===== src/rtl/gpio_port_ovr.sv =====
module gpio_port_ovr #(
  parameter int ADDR_W = 8,
  parameter int DATA_W = 8,
  parameter int NPINS = 5,
  parameter logic [ADDR_W-1:0] DIR_ADDR = 8'h0C,
  parameter logic [ADDR_W-1:0] DAT_ADDR = 8'h00,
  parameter int TX_PIN = 0,
  parameter int RX_PIN = 1,
  parameter int XTAL_PIN = 3,
  parameter int CLK_PIN = 4
) (
  input  logic              clk,
  input  logic              rst_n,
  input  logic [ADDR_W-1:0] bus_addr,
  input  logic              bus_wr,
  input  logic [DATA_W-1:0] bus_wdata,
  output logic [DATA_W-1:0] bus_rdata,
  input  logic [NPINS-1:0]  pin_in,
  output logic [NPINS-1:0]  pin_oe,
  output logic [NPINS-1:0]  pin_out,
  input  logic              ser_en,
  input  logic              ser_txd,
  output logic              ser_rxd,
  input  logic              osc_xtal,
  input  logic              osc_extclk,
  output logic              ext_clk
);
  localparam int PAD = DATA_W - NPINS;

  logic [NPINS-1:0] dir_q, dat_q, sync1_q, sync2_q;
  logic [NPINS-1:0] osc_own, ser_own, rd_dir, rd_dat, wmask;

  always_comb begin
    osc_own = '0;
    if (osc_xtal) begin
      osc_own[XTAL_PIN] = 1'b1;
      osc_own[CLK_PIN]  = 1'b1;
    end
    if (osc_extclk) osc_own[CLK_PIN] = 1'b1;
    ser_own = '0;
    if (ser_en) begin
      ser_own[TX_PIN] = 1'b1;
      ser_own[RX_PIN] = 1'b1;
    end
  end

  assign wmask = ~osc_own;

  always_ff @(posedge clk or negedge rst_n) begin
    if (!rst_n) begin
      sync1_q <= '0;
      sync2_q <= '0;
    end else begin
      sync1_q <= pin_in;
      sync2_q <= sync1_q;
    end
  end

  always_ff @(posedge clk or negedge rst_n) begin
    if (!rst_n) begin
      dir_q <= '0;
      dat_q <= '0;
    end else if (bus_wr) begin
      if (bus_addr == DIR_ADDR)
        dir_q <= (dir_q & ~wmask) | (bus_wdata[NPINS-1:0] & wmask);
      if (bus_addr == DAT_ADDR)
        dat_q <= (dat_q & ~wmask) | (bus_wdata[NPINS-1:0] & wmask);
    end
  end

  for (genvar i = 0; i < NPINS; i++) begin : g_pin
    assign pin_oe[i]  = osc_own[i] ? 1'b0 :
                        (ser_en && i == TX_PIN) ? 1'b1 :
                        (ser_en && i == RX_PIN) ? 1'b0 : dir_q[i];
    assign pin_out[i] = osc_own[i] ? 1'b0 :
                        (ser_en && i == TX_PIN) ? ser_txd : dat_q[i];
    assign rd_dat[i]  = osc_own[i] ? 1'b0 :
                        ser_own[i] ? sync2_q[i] :
                        dir_q[i] ? dat_q[i] : sync2_q[i];
    assign rd_dir[i]  = osc_own[i] ? 1'b0 : dir_q[i];
  end

  always_comb begin
    if (bus_addr == DIR_ADDR)      bus_rdata = {{PAD{1'b0}}, rd_dir};
    else if (bus_addr == DAT_ADDR) bus_rdata = {{PAD{1'b0}}, rd_dat};
    else                           bus_rdata = '0;
  end

  assign ser_rxd = ser_en ? sync2_q[RX_PIN] : 1'b1;
  assign ext_clk = osc_own[CLK_PIN] ? pin_in[CLK_PIN] : 1'b0;
endmodule


===== config.mk =====
export PLATFORM = sky130hd
export DESIGN_NAME = gpio_port_ovr
export DESIGN_NICKNAME = d
export VERILOG_FILES = /design/src/rtl/gpio_port_ovr.sv
export SDC_FILE = /design/constraint.sdc
export NUM_CORES = 1
export LEC_CHECK = 0
export BUFFER_PORTS_ARGS = -buffer_cell sky130_fd_sc_hd__buf_2
export CORE_MARGIN = 2
export CORE_UTILIZATION = 40
export DETAILED_ROUTE_END_ITERATION = 10
export PLACE_DENSITY = 0.72
export SLEW_MARGIN = 15
export SYNTH_ARGS = -nofsm -noshare
export SYNTH_HDL_FRONTEND = slang
export SYNTH_SLANG_ARGS = --single-unit
export TNS_END_PERCENT = 10

===== constraint.sdc =====
create_clock -name clk -period 1.1 [get_ports clk]
set_input_delay 0 -clock clk [delete_from_list [all_inputs] [get_ports clk]]
set_output_delay 0 -clock clk [all_outputs]
set_load 0.02 [all_outputs]

## Word level (Yosys, flattened, before mapping)

Index checks and enable logic that the tools add are counted.
Widths: inputs -> output; s select.

| word-level totals | value |
|---|---|
| input bits | 28 |
| flip-flop bits (word level) | 20 |
| output and inout bits | 20 |

| operators by class | value |
|---|---|
| mux-type cells | 23 |
| bitwise logic cells | 7 |
| reduce and logical (&&, ||, !) cells | 3 |
| equal/unequal tests | 1 |

Operator list:

| cell | count |
|---|---|
| $mux 1 | 19 |
| $and 5x5->5 | 3 |
| $not 5->5 | 2 |
| $or 5x5->5 | 2 |
| $eq 8x4->1 const B | 1 |
| $logic_not 8->1 | 1 |
| $mux 8 | 1 |
| $mux 5 | 1 |
| $mux 2 | 2 |
| $reduce_and 2->1 | 2 |

## Logic depth before layout (Yosys ltp)

Gate-level depths: netlist of the first run.

| logic depth | value |
|---|---|
| depth after elaboration | 6 |
| depth in mapped cells | 5 |
| mapped depth without buffers | 4 |

## Worst setup path before layout of the first run

Ideal clock, no wire load.

| timing | value |
|---|---|
| path kind | register to output |
| start | register dir_q[1] |
| end | output bus_rdata[1] |
| arrival time | 1,363 ps |
| required time | 1,100 ps |
| cell stages (with the launch flop) | 5 |
| slack | -263 ps |
| buffers on the path | 0 |
| path through | dfrtp_1 -> nor2b_1 -> mux2_2 -> a22oi_1 -> nor2_1 |

| between the ends | value |
|---|---|
| cells in the longest elaborated chain, start to end | 4 |

RTL lines:

| element | RTL line | source |
|---|---|---|
| start: declaration | 30 | `logic [NPINS-1:0] dir_q, dat_q, sync1_q, sync2_q;` |
| start signal: assignment | 65 | `dir_q <= (dir_q & ~wmask) \| (bus_wdata[NPINS-1:0] & wmask);` |
| $mux 1 | 79 | `dir_q[i] ? dat_q[i] : sync2_q[i];` |
| $mux 1 | 78 | `ser_own[i] ? sync2_q[i] :` |
| $mux 5 | 85 | `else if (bus_addr == DAT_ADDR) bus_rdata = {{PAD{1'b0}}, rd_dat};` |
| $mux 8 (*) | 84 | `if (bus_addr == DIR_ADDR) bus_rdata = {{PAD{1'b0}}, rd_dir};` |
| end: declaration | 17 | `output logic [DATA_W-1:0] bus_rdata,` |

Mark *: on every way between the ends. The rest lies on a longest branch, timed or not.

## Worst setup path after layout of the first run

| timing | value |
|---|---|
| start | register dir_q[0] |
| end | output bus_rdata[0] |

Same word-level chain as after synthesis.

==> out/qor.yml, run 1 <==
grt_max_degree: 21
finClkSkew_ps: 0.215
ys_warn_count: 0
clock_power_share: 0.242
syn_inst: 78
cts_root_buffer: "clkbuf_4"
endpoint_kind: "primary output"
drive_above_1_share: 0.621
critPathKind: "reg -> out"
mappedNetlistArea_um2: 942
areaGrowthSynthToFinish_pct: 53.8
synth.most_common_cell: "dfrtp_1"
reg2reg_from: "dir_q[0]"
failed_checks: "negative setup slack"
ys_ff_latch: 20
die_w_um: 52.5
hp-start: "osc_extclk"
final_core_util: 0.655
ioPinCount: 48
start_util: 0.426
worstReg2RegEnd: "dir_q[0]"
yosysTopAreaCell: "dfrtp_1"
timing.final.ws_setup_ps: -351
wl_met1_um: 933
nets: 170
synth_edf_count: 0
coreArea_um2: 2210
vias: 810
crit_start: "dir_q[0]"
power_frac_comb: 0.185
synth_compound_area_frac: 0.0345
yosysSeqAreaShare: 0.531
synth_top_family_by_area: "multiplexers"
hold_path_depth: 3
synth-xor-area-share: 0
route.detailed.drc: 0
period_minus_slack_ps: 1450
clock_latency_ps: 290
synthArstFlopShare: 1.00
cts_max_level: 1
post_drt_wl_per_cell_um: 13.0
dieArea_um2: 2760
reg2reg_slack_ps: 90
cp.required_ps: 1100
swShare: 0.249
dp_hpwl_um: 1570
setup_viol: 8
first_pass_iters: 4
grt_pass1_wl_um: 3650
power_frac_seq: 0.573
synth_ff_type: "dfrtp_1"
clock.fmax_mhz: 689
synth-simple-area-share: 0.175
intPower_mw: 1.03
start_kind: "flop"
drv_slew: 0
core.rowCount: 17
yosys.area_share.adder: 0
synthMuxAreaShare: 0.195
maxCapViolCount: 0
ir_worst_vdd_mv: 0.874
leakage_nw: 0.732
io_buffers: 41
met2_length_um: 1140
arrival_ps: 1450
grt_pass1_vias: 845
antennaDiodeCount: 0
synthTopCellsByCount: "dfrtp_1, mux2_2, buf_4, nor2_1, nor2b_1"
rr_worst_depth: 3
drt-initial-drc-count: 16
clk_pin_slew_worst_paths_ps: 100
synth_cell_type_count: 24
wl_met3_um: 99
antenna_found_initial: 0
die_h_um: 52.5
cp_max_fo: 2
status: "complete, but fails checks"
ant_nets: 0
synth_top_area_frac: 0.531
cts_buffers: 3
gr-usage-all-layers: 0.180
hold_violations: 0
netSwitchingPower_mw: 0.340
gp_congestion: 0.788
wirelength_um: 2190
gr-total-overflow: 0
cts_buffer_depth: 2
tns_ps: -1540
synth.avg_cell_area_um2: 12.1
clock_sinks: 20
grt_setup_unrepaired: "yes"
viasPerCell: 4.82
powerDensity_nw_per_um2: 943
hold_class: "in -> reg"
pre_cts_ws_ps: -217
min_period_over_period: 1.32
routed.top_layer: "met4"
synth_top_cells_by_area: "dfrtp_1, mux2_2, buf_4"
cts_tree: "done"
-- cells in the final DEF, fill, tap and decap left out, drive strengths merged, types with 3 or more instances in the layout --
master       instances
nand2                4
buf                 54
and2                 3
nor2                 7
conb                 3
mux2                16
dfrtp               20
nor2b                5
dlygate4sd3         11
clkbuf               3
a22oi                3
-- per-stage QoR --
stage               instances  hold WS (ps)  cell area, um^2  power (mW)
CTS                       168           101             1430        1.38
detailed placement        153         -26.6             1230       0.995
finish                    168           118             1450        1.37
global route              168           111             1450        1.44
floorplan                  80          -296              958       0.897
global placement          153         -31.4             1230       0.989
-- worst max path at each step --
stage	to	slack (ps)
floorplan	bus_rdata[1]	-140
global placement	dat_q[0]	-190
detailed placement	dat_q[0]	-220
CTS	bus_rdata[1]	-360
global route	bus_rdata[0]	-410
finish	bus_rdata[0]	-350
-- kinds of logic (layout without fill, tap and decap cells) --
logic type | after synthesis | count (layout)
and+or+nand+nor | 28 | 28
other | 1 | 3
AOI/OAI and AO/OA | 5 | 5
DFF | 20 | 20
muxes | 16 | 16
buffers and inverters | 8 | 68
-- critical path: stages, from the launching register on --
cell	delay, ps
dfrtp_1	400
nor2b_4	130
mux2_4	300
a22oi_2	120
nor2_1	60
buf_4	150
-- power groups by stage --
stage	Clock [mW]	Combinational (mW)	Sequential, mW
6_report	0.331	0.252	0.783
3_3_place_gp	0	0.195	0.794
5_1_grt	0.378	0.274	0.788
3_5_place_dp	0	0.199	0.796
2_1_floorplan	0	0.105	0.792
4_1_cts	0.351	0.246	0.782
-- layer usage --
metal / up-vias / GRT usage
met4: 0 / 0.0684
met2: 27 / 0.315
met3: 2 / 0.0229
li1: 382 / -
met5: - / 0
met1: 399 / 0.225
-- final cells by class --
class	instances	area, um^2
multi-input cells	52	464
fillers	166	763
well taps	28	35.0
repair buffers	65	427
clock buffers	3	22.5
flip-flops and latches	20	500
-- timing repair --
action,4_1_cts,5_1_grt
setup endpoints to repair,8,8
setup buffers,1,0
pin swaps,3,1
resized for setup,15,5
endpoints found under the hold margin,35,0
hold buffers,11,0
Note: power is estimated with default switching activity, not from simulation.
==> run 2, diff against run 1 <==
- clock period: 1.1 -> 1.4 ns (I/O delays scaled with it)
==> run 2 against run 1 <==
The run still ends with negative setup slack left; non-clock buffer count is 5 lower; count of clock-buffer cells in the layout stayed put; total power is 7.8% lower; highest routed layer unchanged.
==> out/qor.yml, run 2 (synthesis gave the netlist of run 1 again) <==
status: "complete, but fails checks"
failed_checks: "negative setup slack"
ioPinCount: 48  # unchanged
gp_congestion: 0.659  # -16%
path_delay_family: "flip-flops"
arrival_ps: 1460  # about the same
swShare: 0.217  # -0.0320
clk_pin_slew_worst_paths_ps: 120  # +20 ps
cp_max_fo: 2  # unchanged
power_frac_seq: 0.488  # -0.085
antenna_found_initial: 0  # unchanged
drive_above_1_share: 0.574  # -0.0479
clock_latency_ps: 290  # about the same
grt_max_degree: 21  # unchanged
core.rowCount: 17  # unchanged
hold_violations: 0  # unchanged
die_w_um: 52.5  # unchanged
finalPower_mw: 1.26  # -7.8%
ir_worst_vdd_mv: 0.718  # -18%
io_buffers: 41  # unchanged
clock_power_share: 0.368  # +0.126
route.detailed.drc: 0  # unchanged
powerDensity_nw_per_um2: 897  # -4.9%
clock.fmax_mhz: 686
clock_sinks: 20  # unchanged
max_stage_delay_ps: 370  # -30 ps
path_cells: "nor2b_4, mux2_4, a22oi_2, nor2_1, buf_4"
pre_cts_ws_ps: 61.6  # +279 ps
crit_buf_inv: 1  # unchanged
vias: 793  # -2.1%
final_common_cell: "buf_2"
wirelength_um: 2130  # -2.6%
grt_pass1_wl_um: 3660  # +0.36%
intPower_mw: 0.986  # -3.8%
drv_slew: 0  # unchanged
dp_hpwl_um: 1530  # -2.3%
start_kind: "flop"
finClkSkew_ps: 0.284  # +0.0692 ps
gr-usage-all-layers: 0.183  # +0.00326
netSwitchingPower_mw: 0.274  # -20%
ant_nets: 0  # unchanged
antennaDiodeCount: 0  # unchanged
power_frac_comb: 0.144  # -0.041
period_minus_slack_ps: 1460
reg2reg_slack_ps: 470  # +380 ps
die_h_um: 52.5  # unchanged
placedCellCount: 146  # -4.6%
cts_max_level: 1  # unchanged
nets: 165  # -2.9%
timing.final.ws_setup_ps: -56.8  # +295 ps
cts_buffers: 3  # unchanged
areaGrowthSynthToFinish_pct: 49.1
final_cell_mix: "buf_2, dfrtp_1, mux2_2, dlygate4sd3_1, buf_4"
cts_tree: "done"
cp.required_ps: 1400  # +300 ps
drt-initial-drc-count: 2  # -14
post_drt_wl_per_cell_um: 13.0  # -0.23%
viasPerCell: 4.84  # +0.29%
final_core_util: 0.635  # -0.0198
leakage_nw: 0.714  # -2.5%
hold_slack_ps: 96.7  # -21.5 ps
slowest_stage: "dfrtp_1"
final_cells: 164  # -2.4%
endpoint_kind: "primary output"
min_period_over_period: 1.04
hold_class: "in -> reg"
cts_buffer_depth: 2  # unchanged
grt_pass1_vias: 849  # +0.47%
maxCapViolCount: 0  # unchanged
coreArea_um2: 2210  # unchanged
grt_setup_unrepaired: "yes"
setup_viol: 3  # -5
first_pass_iters: 4  # unchanged
cts_root_buffer: "clkbuf_4"
gr-total-overflow: 0  # unchanged
critPathKind: "reg -> out"
start_util: 0.426  # unchanged
dieArea_um2: 2760  # unchanged
-- run 2: cell count changes in the layout (fill, tap and decap cells not counted), sizes merged --
cell	previous run	this run
bufinv	0	1
buf	54	49
-- run 2: area by class of cell --
type,count,area (um^2)
fillers,178,807
flip-flops and latches,20,500
multi-input cells,52,434
repair buffers,60,383
well taps,28,35.0
clock inverters,1,30.0
clock buffers,3,22.5
-- run 2: metal layers --
layer | vias to the layer above | global-route usage | part of all wire
met5 | - | 0 | 0
met4 | 0 | 0.0769 | 0.0080
met3 | 2 | 0.0314 | 0.062
met2 | 26 | 0.323 | 0.53
met1 | 392 | 0.219 | 0.40
li1 | 373 | - | -
-- run 2: worst paths after layout --
kind / startpoint / endpoint / cells after the start
min in group asynchronous: rst_n / dir_q[1] / 2
max reg2reg: flop / flop / 2
min reg2reg: sync1_q[4] / sync2_q[4] / 0
max in group asynchronous: rst_n / sync2_q[3] / 2
min: osc_extclk / flop / 3
max: dir_q[1] / bus_rdata[1] / 5
-- run 2: worst min-delay path: cells and delay by family --
kind	cells	cell delay (ps)
AND/OR/NAND/NOR	1	50
multiplexers	1	210
buffers and inverters	1	100
-- run 2: what timing repair did --
action,4_1_cts,5_1_grt
gates resized for setup,11,2
hold endpoints to repair,35,0
pin swaps,4,2
endpoints found under the setup margin,3,5
buffers inserted,3,0
hold buffers,11,0
-- run 2: stage by stage --
step | TNS (ps) | cell area (um^2)
floorplan | 0 | 950
global placement | 0 | 1170
detailed placement | 0 | 1170
CTS | -139 | 1400
global route | -400 | 1410
finish | -114 | 1410
-- run 2: power groups by stage --
stage                     logic, mW  clock network [mW]  registers [mW]
after floorplan              0.0818                   0           0.622
after global placement        0.139                   0           0.625
after detailed placement      0.142                   0           0.627
after CTS                     0.183               0.476           0.614
after global routing          0.201               0.501           0.618
final                         0.182               0.463           0.615
